<file path="src/rtl/idle_mon_pkg.sv">
package idle_mon_pkg;

    typedef enum logic [1:0] {
        ST_HUNT      = 2'd0,
        ST_COUNT     = 2'd1,
        ST_FLAG_IDLE = 2'd2
    } sync_state_e;

endpackage

</file>
<file path="src/rtl/ones_run_tracker.sv">
module ones_run_tracker #(
    parameter int RUN_LEN   = 15,
    parameter int ABORT_LEN = 7
) (
    input  logic clk,
    input  logic rst_n,
    input  logic bit_valid,
    input  logic bit_in,
    output logic mark_idle,
    output logic mark_rise,
    output logic abort_hit
);
    localparam int CW = $clog2(RUN_LEN + 1);

    logic [CW-1:0] run_cnt;
    logic [CW-1:0] run_cnt_n;
    logic          reach_full;

    always_comb begin
        run_cnt_n = run_cnt;
        if (bit_valid) begin
            if (!bit_in)
                run_cnt_n = '0;
            else if (run_cnt != CW'(RUN_LEN))
                run_cnt_n = run_cnt + 1'b1;
        end
    end

    assign reach_full = bit_valid && bit_in && (run_cnt == CW'(RUN_LEN - 1));
    assign abort_hit  = bit_valid && bit_in && (run_cnt >= CW'(ABORT_LEN - 1));

    always_ff @(posedge clk or negedge rst_n) begin
        if (!rst_n) begin
            run_cnt   <= '0;
            mark_idle <= 1'b0;
            mark_rise <= 1'b0;
        end else begin
            run_cnt   <= run_cnt_n;
            mark_rise <= reach_full;
            if (bit_valid) begin
                if (!bit_in)
                    mark_idle <= 1'b0;
                else if (reach_full)
                    mark_idle <= 1'b1;
            end
        end
    end

    AST_RUN_BOUNDED: assert property (@(posedge clk) disable iff (!rst_n)
        run_cnt <= CW'(RUN_LEN));
    AST_ZERO_CLEARS_MARK: assert property (@(posedge clk) disable iff (!rst_n)
        bit_valid && !bit_in |=> !mark_idle);
    AST_MARK_NEEDS_RUN: assert property (@(posedge clk) disable iff (!rst_n)
        mark_idle |-> run_cnt == CW'(RUN_LEN));
    AST_MARK_RISE_PULSE: assert property (@(posedge clk) disable iff (!rst_n)
        mark_rise |=> !mark_rise);
    AST_MARK_RISE_LEVEL: assert property (@(posedge clk) disable iff (!rst_n)
        mark_rise |-> mark_idle);

endmodule

</file>
<file path="src/rtl/octet_window.sv">
module octet_window #(
    parameter int W = 8
) (
    input  logic         clk,
    input  logic         rst_n,
    input  logic         bit_valid,
    input  logic         bit_in,
    output logic [W-1:0] window
);
    logic [W-2:0] hist;

    assign window = {hist, bit_in};

    always_ff @(posedge clk or negedge rst_n) begin
        if (!rst_n)
            hist <= '0;
        else if (bit_valid)
            hist <= window[W-2:0];
    end

    AST_WINDOW_HOLD: assert property (@(posedge clk) disable iff (!rst_n)
        !bit_valid |=> $stable(hist));

endmodule

</file>
<file path="src/rtl/flag_sync_fsm.sv">
module flag_sync_fsm
    import idle_mon_pkg::*;
#(
    parameter int          W          = 8,
    parameter logic [W-1:0] FLAG      = 8'h7E,
    parameter int          IDLE_FLAGS = 3
) (
    input  logic         clk,
    input  logic         rst_n,
    input  logic         bit_valid,
    input  logic [W-1:0] window,
    input  logic         abort_hit,
    output logic         flag_idle,
    output logic         flag_rise
);
    localparam int BW = $clog2(W);
    localparam int FW = $clog2(IDLE_FLAGS + 1);

    sync_state_e   state, state_n;
    logic [BW-1:0] bit_cnt, bit_cnt_n;
    logic [FW-1:0] fcnt, fcnt_n;
    logic          flag_hit;
    logic          boundary;

    assign flag_hit = (window == FLAG);
    assign boundary = (bit_cnt == BW'(W - 1));

    always_comb begin
        state_n = state;
        fcnt_n  = fcnt;
        if (bit_valid) begin
            if (abort_hit) begin
                state_n = ST_HUNT;
                fcnt_n  = '0;
            end else begin
                unique case (state)
                    ST_HUNT: begin
                        if (flag_hit) begin
                            state_n = ST_COUNT;
                            fcnt_n  = '0;
                        end
                    end
                    ST_COUNT: begin
                        if (boundary) begin
                            if (!flag_hit) begin
                                state_n = ST_HUNT;
                                fcnt_n  = '0;
                            end else if (fcnt == FW'(IDLE_FLAGS - 1)) begin
                                state_n = ST_FLAG_IDLE;
                                fcnt_n  = FW'(IDLE_FLAGS);
                            end else begin
                                fcnt_n = fcnt + 1'b1;
                            end
                        end
                    end
                    ST_FLAG_IDLE: begin
                        if (boundary && !flag_hit) begin
                            state_n = ST_HUNT;
                            fcnt_n  = '0;
                        end
                    end
                    default: begin
                        state_n = ST_HUNT;
                        fcnt_n  = '0;
                    end
                endcase
            end
        end
    end

    always_comb begin
        bit_cnt_n = bit_cnt;
        if (bit_valid) begin
            if (state == ST_HUNT || state_n == ST_HUNT)
                bit_cnt_n = '0;
            else if (boundary)
                bit_cnt_n = '0;
            else
                bit_cnt_n = bit_cnt + 1'b1;
        end
    end

    // state register
    always_ff @(posedge clk or negedge rst_n) begin
        if (!rst_n) begin
            state   <= ST_HUNT;
            bit_cnt <= '0;
            fcnt    <= '0;
        end else begin
            state   <= state_n;
            bit_cnt <= bit_cnt_n;
            fcnt    <= fcnt_n;
        end
    end

    // outputs
    assign flag_idle = (state == ST_FLAG_IDLE);

    always_ff @(posedge clk or negedge rst_n) begin
        if (!rst_n)
            flag_rise <= 1'b0;
        else
            flag_rise <= (state_n == ST_FLAG_IDLE) && (state != ST_FLAG_IDLE);
    end

    AST_ABORT_TO_HUNT: assert property (@(posedge clk) disable iff (!rst_n)
        abort_hit |=> state == ST_HUNT && !flag_idle);
    AST_NONFLAG_CLEARS: assert property (@(posedge clk) disable iff (!rst_n)
        bit_valid && !abort_hit && state != ST_HUNT && boundary && !flag_hit |=> !flag_idle);
    AST_GAP_HOLDS: assert property (@(posedge clk) disable iff (!rst_n)
        !bit_valid |=> $stable(state) && $stable(bit_cnt) && $stable(fcnt));
    AST_IDLE_ON_BOUNDARY: assert property (@(posedge clk) disable iff (!rst_n)
        $rose(flag_idle) |-> $past(flag_hit && boundary && bit_valid));
    AST_FLAG_RISE_PULSE: assert property (@(posedge clk) disable iff (!rst_n)
        flag_rise |=> !flag_rise);
    AST_FLAG_RISE_LEVEL: assert property (@(posedge clk) disable iff (!rst_n)
        flag_rise |-> flag_idle);
    AST_COUNT_BOUNDED: assert property (@(posedge clk) disable iff (!rst_n)
        fcnt <= FW'(IDLE_FLAGS));

endmodule

</file>
<file path="src/rtl/idle_line_monitor.sv">
module idle_line_monitor #(
    parameter int          RUN_LEN    = 15,
    parameter int          ABORT_LEN  = 7,
    parameter int          OCTET      = 8,
    parameter logic [7:0]  FLAG       = 8'h7E,
    parameter int          IDLE_FLAGS = 3
) (
    input  logic clk,
    input  logic rst_n,
    input  logic bit_valid,
    input  logic bit_in,
    output logic mark_idle,
    output logic flag_idle,
    output logic mark_idle_rise,
    output logic flag_idle_rise
);
    logic [OCTET-1:0] window;
    logic             abort_hit;

    ones_run_tracker #(
        .RUN_LEN  (RUN_LEN),
        .ABORT_LEN(ABORT_LEN)
    ) u_ones (
        .clk      (clk),
        .rst_n    (rst_n),
        .bit_valid(bit_valid),
        .bit_in   (bit_in),
        .mark_idle(mark_idle),
        .mark_rise(mark_idle_rise),
        .abort_hit(abort_hit)
    );

    octet_window #(
        .W(OCTET)
    ) u_win (
        .clk      (clk),
        .rst_n    (rst_n),
        .bit_valid(bit_valid),
        .bit_in   (bit_in),
        .window   (window)
    );

    flag_sync_fsm #(
        .W         (OCTET),
        .FLAG      (FLAG),
        .IDLE_FLAGS(IDLE_FLAGS)
    ) u_fsm (
        .clk      (clk),
        .rst_n    (rst_n),
        .bit_valid(bit_valid),
        .window   (window),
        .abort_hit(abort_hit),
        .flag_idle(flag_idle),
        .flag_rise(flag_idle_rise)
    );

    AST_RESET_QUIET: assert property (@(posedge clk)
        !rst_n |=> !mark_idle && !flag_idle && !mark_idle_rise && !flag_idle_rise);

endmodule

</file>
<file path="config.mk">
export PLATFORM = sky130hd
export DESIGN_NAME = idle_line_monitor
export DESIGN_NICKNAME = d
export VERILOG_FILES = /design/src/rtl/idle_mon_pkg.sv /design/src/rtl/ones_run_tracker.sv /design/src/rtl/octet_window.sv /design/src/rtl/flag_sync_fsm.sv /design/src/rtl/idle_line_monitor.sv
export SDC_FILE = /design/constraint.sdc
export NUM_CORES = 1
export LEC_CHECK = 0
export CELL_PAD_IN_SITES_DETAIL_PLACEMENT = 0
export CELL_PAD_IN_SITES_GLOBAL_PLACEMENT = 1
export CORE_MARGIN = 4
export CORE_UTILIZATION = 43
export CTS_CLUSTER_DIAMETER = 50
export DETAILED_ROUTE_END_ITERATION = 10
export MAX_ROUTING_LAYER = met4
export PLACE_DENSITY_LB_ADDON = 0.1
export REMOVE_ABC_BUFFERS = 1
export SYNTH_ARGS = -nofsm -noshare
export SYNTH_HDL_FRONTEND = slang
export SYNTH_SLANG_ARGS = --single-unit
</file>
<file path="constraint.sdc">
create_clock -name clk -period 2.77 [get_ports clk]
set_input_delay 0.4155 -clock clk [delete_from_list [all_inputs] [get_ports clk]]
set_output_delay 0.4155 -clock clk [all_outputs]
set_load 0.005 [all_outputs]
</file>
==> results of run 1 <==
-- worst min path at each step --
stage                              start                            to  slack (ns)
2_1_floorplan                      rst_n  u_fsm.bit_cnt[0]$_DFFE_PN0P_        0.12
3_3_place_gp   u_win.hist[6]$_DFFE_PN0P_     u_win.hist[6]$_DFFE_PN0P_        0.48
3_5_place_dp   u_win.hist[6]$_DFFE_PN0P_     u_win.hist[6]$_DFFE_PN0P_        0.50
4_1_cts                            rst_n  u_fsm.bit_cnt[2]$_DFFE_PN0P_        0.45
5_1_grt                            rst_n  u_fsm.bit_cnt[2]$_DFFE_PN0P_        0.45
6_report                           rst_n  u_fsm.bit_cnt[2]$_DFFE_PN0P_        0.43
-- power breakdown --
part / leakage (uW) / switching [uW] / internal [uW] / total (uW)
Combinational: 0.000248 / 57.3 / 65.1 / 122
Sequential: 0.000276 / 45.0 / 349 / 394
Clock: 0.0000177 / 97.6 / 54.0 / 152
Total: 0.000542 / 200 / 469 / 668
-- area by class of cell --
| class | instances | share of cell area, % |
|---|---|---|
| clock buffer | 3 | 1.89 |
| clock inverter | 1 | 0.420 |
| inverter | 8 | 2.52 |
| multi-input combinational | 68 | 41.0 |
| sequential | 21 | 44.1 |
| tap | 28 | 2.94 |
| timing repair buffer | 9 | 7.14 |
-- cells in the mapped netlist (2+ instances only) --
cell type,number
o21ai_0,10
dfrtp_1,21
nor3_1,3
a21oi_1,3
a22o_2,5
mux2_2,6
inv_1,7
nor2_1,4
nor2b_1,2
nand2_1,6
o22ai_1,3
nand3_1,4
nor4_1,2
clkbuf_1,3
a31oi_1,3
ha_1,5
-- through the flow --
step                      util (%)  total power [uW]
after floorplan                  -               473
after global placement        50.7               519
after detailed placement      50.7               523
after CTS                     51.9               675
after global routing          51.9               711
final                         51.9               668
-- sequential cells by signal, summed over array words and instances, names as in the netlist --
name and count:
u_fsm.bit_cnt 3, u_ones.run_cnt 4, u_ones.mark_idle 1, u_win.hist 7
u_fsm.state 2, u_ones.mark_rise 1, u_fsm.flag_rise 1, u_fsm.fcnt 2
-- metal layers --
layer	part of all wire, %	global-route usage, %	vias up	routed length [um]
li1	-	-	384	-
met1	49	16.9	370	956
met2	46	20.2	11	905
met3	4.4	4.90	2	87
met4	0.71	2.65	0	14
met5	0	-	-	0
-- cells by family after synthesis --
family	after synthesis
adders and majority gates	5
DFF	21
muxes	6
buffers and inverters	13
AOI/OAI and AO/OA	30
and+or+nand+nor	27
-- critical path, stage by stage (launching register included) --
cell	delay, ns
dfrtp_1	0.52
nor2b_1	0.22
clkdlybuf4s50_1	0.52
==> results.yml, run 1 <==
clock_network:
  cts_hold_buf: 0
  clock-root-buffer: "clkbuf_4"
  h-tree-depth: 1
  clk-insertion-delay-late_ns: 0.31
  cts_tree: "yes"
  cts_resized: 0
  cts_setup_buffers: 0
  cts.clk_slew.worst_paths_ns: 0.12
  cts.sinks: 21
  cts_buffers: 3
  cts.path.max_buffers: 2
logic_synthesis:
  yosysTopAreaCell: "dfrtp_1"
  synth_fa_ha_area_share_pct: 5.84
  synth_area_per_cell_um2: 10.5
  synth-xor-area-share_pct: 0
  synth_area_um2: 1070
  dominantRegCellSynth: "dfrtp_1"
  synthArstFlopShare_pct: 100
  ys_ff_latch: 21
  synthSimpleGateAreaFrac_pct: 14.6
  synth_edf_count: 0
  ys_top_cells_by_area: "dfrtp_1, mux2_2, ha_1"
  synth_top_family_by_area: "compound AO/OA/AOI/OAI gates"
  netlist_instances: 102
  synth_compound_area_share_pct: 18.8
  synth_top_area_share_pct: 49.1
  synth.distinct_cells: 31
  synth_seq_area_share_pct: 49.1
  yosysWarnings: 0
  muxShareOfSynthArea_pct: 6.31
critical_path:
  path_class: "flop to primary output"
  critPathRequiredTime_ns: 2.35
  r2r-start: "u_fsm.bit_cnt[0]$_DFFE_PN0P_"
  r2r_cells: 7
  end_kind: "primary output"
  crit_fanout: 9
  arrival_ns: 1.57
  regToRegSetupSlack_ns: 0.87
  worstSetupEndpoint: "flag_idle"
  startpoint_type: "flop"
  critPathLaunch: "u_fsm.state[1]$_DFF_PN0_"
  timing.rr.end: "u_fsm.bit_cnt[0]$_DFFE_PN0P_"
floorplanning:
  initial_utilization_pct: 46.6
  fp.dieArea_um2: 3350
  rows: 17
  chipHeight_um: 57.9
  die_x_um: 57.9
  core_um2: 2300
  pin_count: 8
sta:
  finClkSkew_ns: 0.00565
  finalSetupViolCount: 0
  worst_slew_pin_slew_ns: 0.335
  fmax_mhz: 504
  layout_setup_ws_ns: 0.785
  hold_viol: 0
  final.setup.tns_ns: 0
  slew_viol_final: 0
  worst_hold_slack_ns: 0.428
  maxSlewHeadroom_pct: 77.6
  min_period_ns: 1.98
  period_share_pct: 71.6
  rsz0062_at_grt: "no"
run_status:
  status: "finished, final reports clean"
grt:
  grt_pass1_vias: 742
  grt_use_total_pct: 13.2
  grt_max_degree: 22
  grt_pass1_wl_um: 3340
  grt-ovfl-total: 0
  antenna_found_initial: 0
place:
  place_inst: 134
  place_area_um2: 1160
  port_buffers: 7
  post-place-ws_ns: 0.510
  finalWeightedCongestion: 0.801
  dp_hpwl_um: 1410
finish:
  final_cell_mix: "dfrtp_1, o21ai_0, inv_1, clkdlybuf4s50_1"
  syn_to_final_growth_pct: 11.2
  drive_above_1_share_pct: 19.1
  final_common_cell: "dfrtp_1"
  seqCellArea_um2: 526
  fin_cells: 138
  diodes: 0
  final.fill_count: 212
  nets: 120
  stdcell_area_um2: 1190
  multi_input_comb_area_um2: 488
run:
  max_cap_viol_count: 0
hold_path:
  hold_class: "input pin to asynchronous set/reset pin"
drt:
  drt_iter0_drc: 13
  vias_per_cell: 5.56
  drc: 0
  routed_wl_um: 1960
  wl_per_cell_um: 14.2
  vias: 767
  first_pass_iters: 4
  ant_nets: 0
pwr:
  ir_drop_mv: 0.416
  powerDensity_nw_per_um2: 561
  p_leak_uw: 0.000542
Power figures use the tool's default switching activity.
==> inputs of run 2 (changes only) <==
--- a/config.mk
+++ b/config.mk
@@ -8,7 +8,7 @@
 export CELL_PAD_IN_SITES_DETAIL_PLACEMENT = 0
 export CELL_PAD_IN_SITES_GLOBAL_PLACEMENT = 1
 export CORE_MARGIN = 4
-export CORE_UTILIZATION = 43
+export CORE_UTILIZATION = 40
 export CTS_CLUSTER_DIAMETER = 50
 export DETAILED_ROUTE_END_ITERATION = 10
 export MAX_ROUTING_LAYER = met4
==> constraint.sdc (replaced) <==
create_clock -name clk -period 1.8 [get_ports clk]
set_input_delay 0.27 -clock clk [delete_from_list [all_inputs] [get_ports clk]]
set_output_delay 0.27 -clock clk [all_outputs]
set_load 0.005 [all_outputs]
==> results.yml, run 2 (synthesis gave the netlist of run 1 again) <==
grt:
  grt-ovfl-total: 0
  antenna_found_initial: 0
  grt_use_total_pct: 14.4
  grt_pass1_vias: 840
  grt_max_degree: 22
  grt_pass1_wl_um: 3770
place:
  port_buffers: 7
  place_area_um2: 1230
  dp_hpwl_um: 1550
  post-place-ws_ns: -0.0993
  finalWeightedCongestion: 0.720
sta:
  hold_viol: 0
  fmax_mhz: 587
  min_period_ns: 1.70
  worst_hold_slack_ns: 0.280
  maxSlewHeadroom_pct: 81.4
  slew_viol_final: 0
  rsz0062_at_grt: "no"
  layout_setup_ws_ns: 0.0954
  finalSetupViolCount: 0
  period_share_pct: 94.7
  finClkSkew_ns: 0.00118
  worst_slew_pin_slew_ns: 0.278
critical_path:
  crit_path_cell_trace: "nor2b_2 > clkdlybuf4s50_1"
  end_kind: "primary output"
  arrival_ns: 1.43
  path_delay_family: "buffers and inverters"
  crit_slowest_cell: "clkdlybuf4s50_1"
  r2r-start: "u_ones.run_cnt[0]$_DFFE_PN0P_"
  cp.buffers_inverters: 1
  cpPeakStageDelay_ns: 0.51
  path_class: "flop to primary output"
  startpoint_type: "flop"
  critPathRequiredTime_ns: 1.53
  crit_fanout: 7
  critPathLaunch: "u_fsm.state[0]$_DFF_PN0_"
drt:
  drt_iter0_drc: 27
  ant_nets: 0
  wl_per_cell_um: 14.3
  routed_wl_um: 2200
  drc: 0
  vias: 854
  first_pass_iters: 4
  vias_per_cell: 5.55
finish:
  final.fill_count: 243
  seqCellArea_um2: 527
  multi_input_comb_area_um2: 514
  largest-register: "u_win.hist"
  nets: 134
  top_regs: "u_win.hist (7), u_ones.run_cnt (4), u_fsm.bit_cnt (3)"
  drive_above_1_share_pct: 32.3
  stdcell_area_um2: 1330
  diodes: 0
  largest_register_ffs: 7
  final_common_cell: "dfrtp_1"
  syn_to_final_growth_pct: 23.8
  final_cell_mix: "dfrtp_1, buf_4, o21ai_0"
run:
  max_cap_viol_count: 0
clock_network:
  cts.clk_slew.worst_paths_ns: 0.12
  cts.sinks: 21
  cts.path.max_buffers: 2
  cts_buffers: 3
  h-tree-depth: 1
  cts_tree: "yes"
  cts_hold_buf: 0
  clock-root-buffer: "clkbuf_4"
  clk-insertion-delay-late_ns: 0.31
floorplanning:
  fp.dieArea_um2: 3570
  rows: 18
  die_x_um: 59.7
  chipHeight_um: 59.7
  pin_count: 8
  core_um2: 2520
  initial_utilization_pct: 42.5
pwr:
  p_leak_uw: 0.000605
  powerDensity_nw_per_um2: 816
  ir_drop_mv: 0.490
  finalPower_uw: 1080
run_status:
  status: "finished, final reports clean"
hold_path:
  hold_class: "input pin to asynchronous set/reset pin"
## run 2: cell types whose count changed in the layout (fill, tap and decap cells not counted), sizes merged
cell	change
buf	+14
## run 2: report_power, final
group	switching (uW)	internal (uW)
logic	115	136
registers	57.7	538
clock network	153	83.2
## run 2: path summary, 6_finish.rpt
| path | endpoint | slack (ns) | cells after the start |
|---|---|---|---|
| max in group asynchronous | u_fsm.state[0]$_DFF_PN0_ | 1.28 | 2 |
| setup / recovery | flag_idle | 0.1 | 2 |
| min in group clk | u_win.hist[6]$_DFFE_PN0P_ | 0.53 | 1 |
| setup reg to reg | u_ones.run_cnt[3]$_DFFE_PN0P_ | 0.1 | 7 |
| hold reg to reg | u_win.hist[6]$_DFFE_PN0P_ | 0.53 | 1 |
| hold / removal | u_ones.run_cnt[1]$_DFFE_PN0P_ | 0.28 | 2 |
## run 2: timing repair
action                     CTS  global route
buffers inserted             2             3
gates cloned                 0             0
pin swaps                    0             5
setup endpoints to repair    3             6
gates resized for setup      1             6
## run 2: worst reg2reg max path, delay by kind of cell (launching register included)
| kind | cells | cell delay (ns) |
|---|---|---|
| buffers and inverters | 2 | 0.26 |
| adders and majority gates | 1 | 0.22 |
| AOI/OAI and AO/OA | 2 | 0.39 |
| DFF | 1 | 0.40 |
| and+or+nand+nor | 2 | 0.34 |
## run 2: cell type report
cell class	instances	share of cell area, %
Clock buffer	3	1.70
Timing Repair Buffer	23	14.3
Tap cell	30	2.83
Multi-Input combinational cell	68	38.8
Inverter	8	2.26
Clock inverter	1	0.377
Sequential cell	21	39.7
## run 2: routing by layer
layer	vias up	wire [um]	track usage [%]
li1	413	-	-
met1	416	1060	18.9
met2	19	1010	21.9
met3	6	83	1.94
met4	0	48	6.65
met5	-	0	-
## run 2: stage by stage
step	std cells	utilization, %	TNS (ns)
6_report	154	52.6	0
5_1_grt	154	52.6	0
4_1_cts	151	50.6	0
3_5_place_dp	145	48.9	-0.418
3_3_place_gp	145	48.9	-0.223
2_1_floorplan	97	-	0
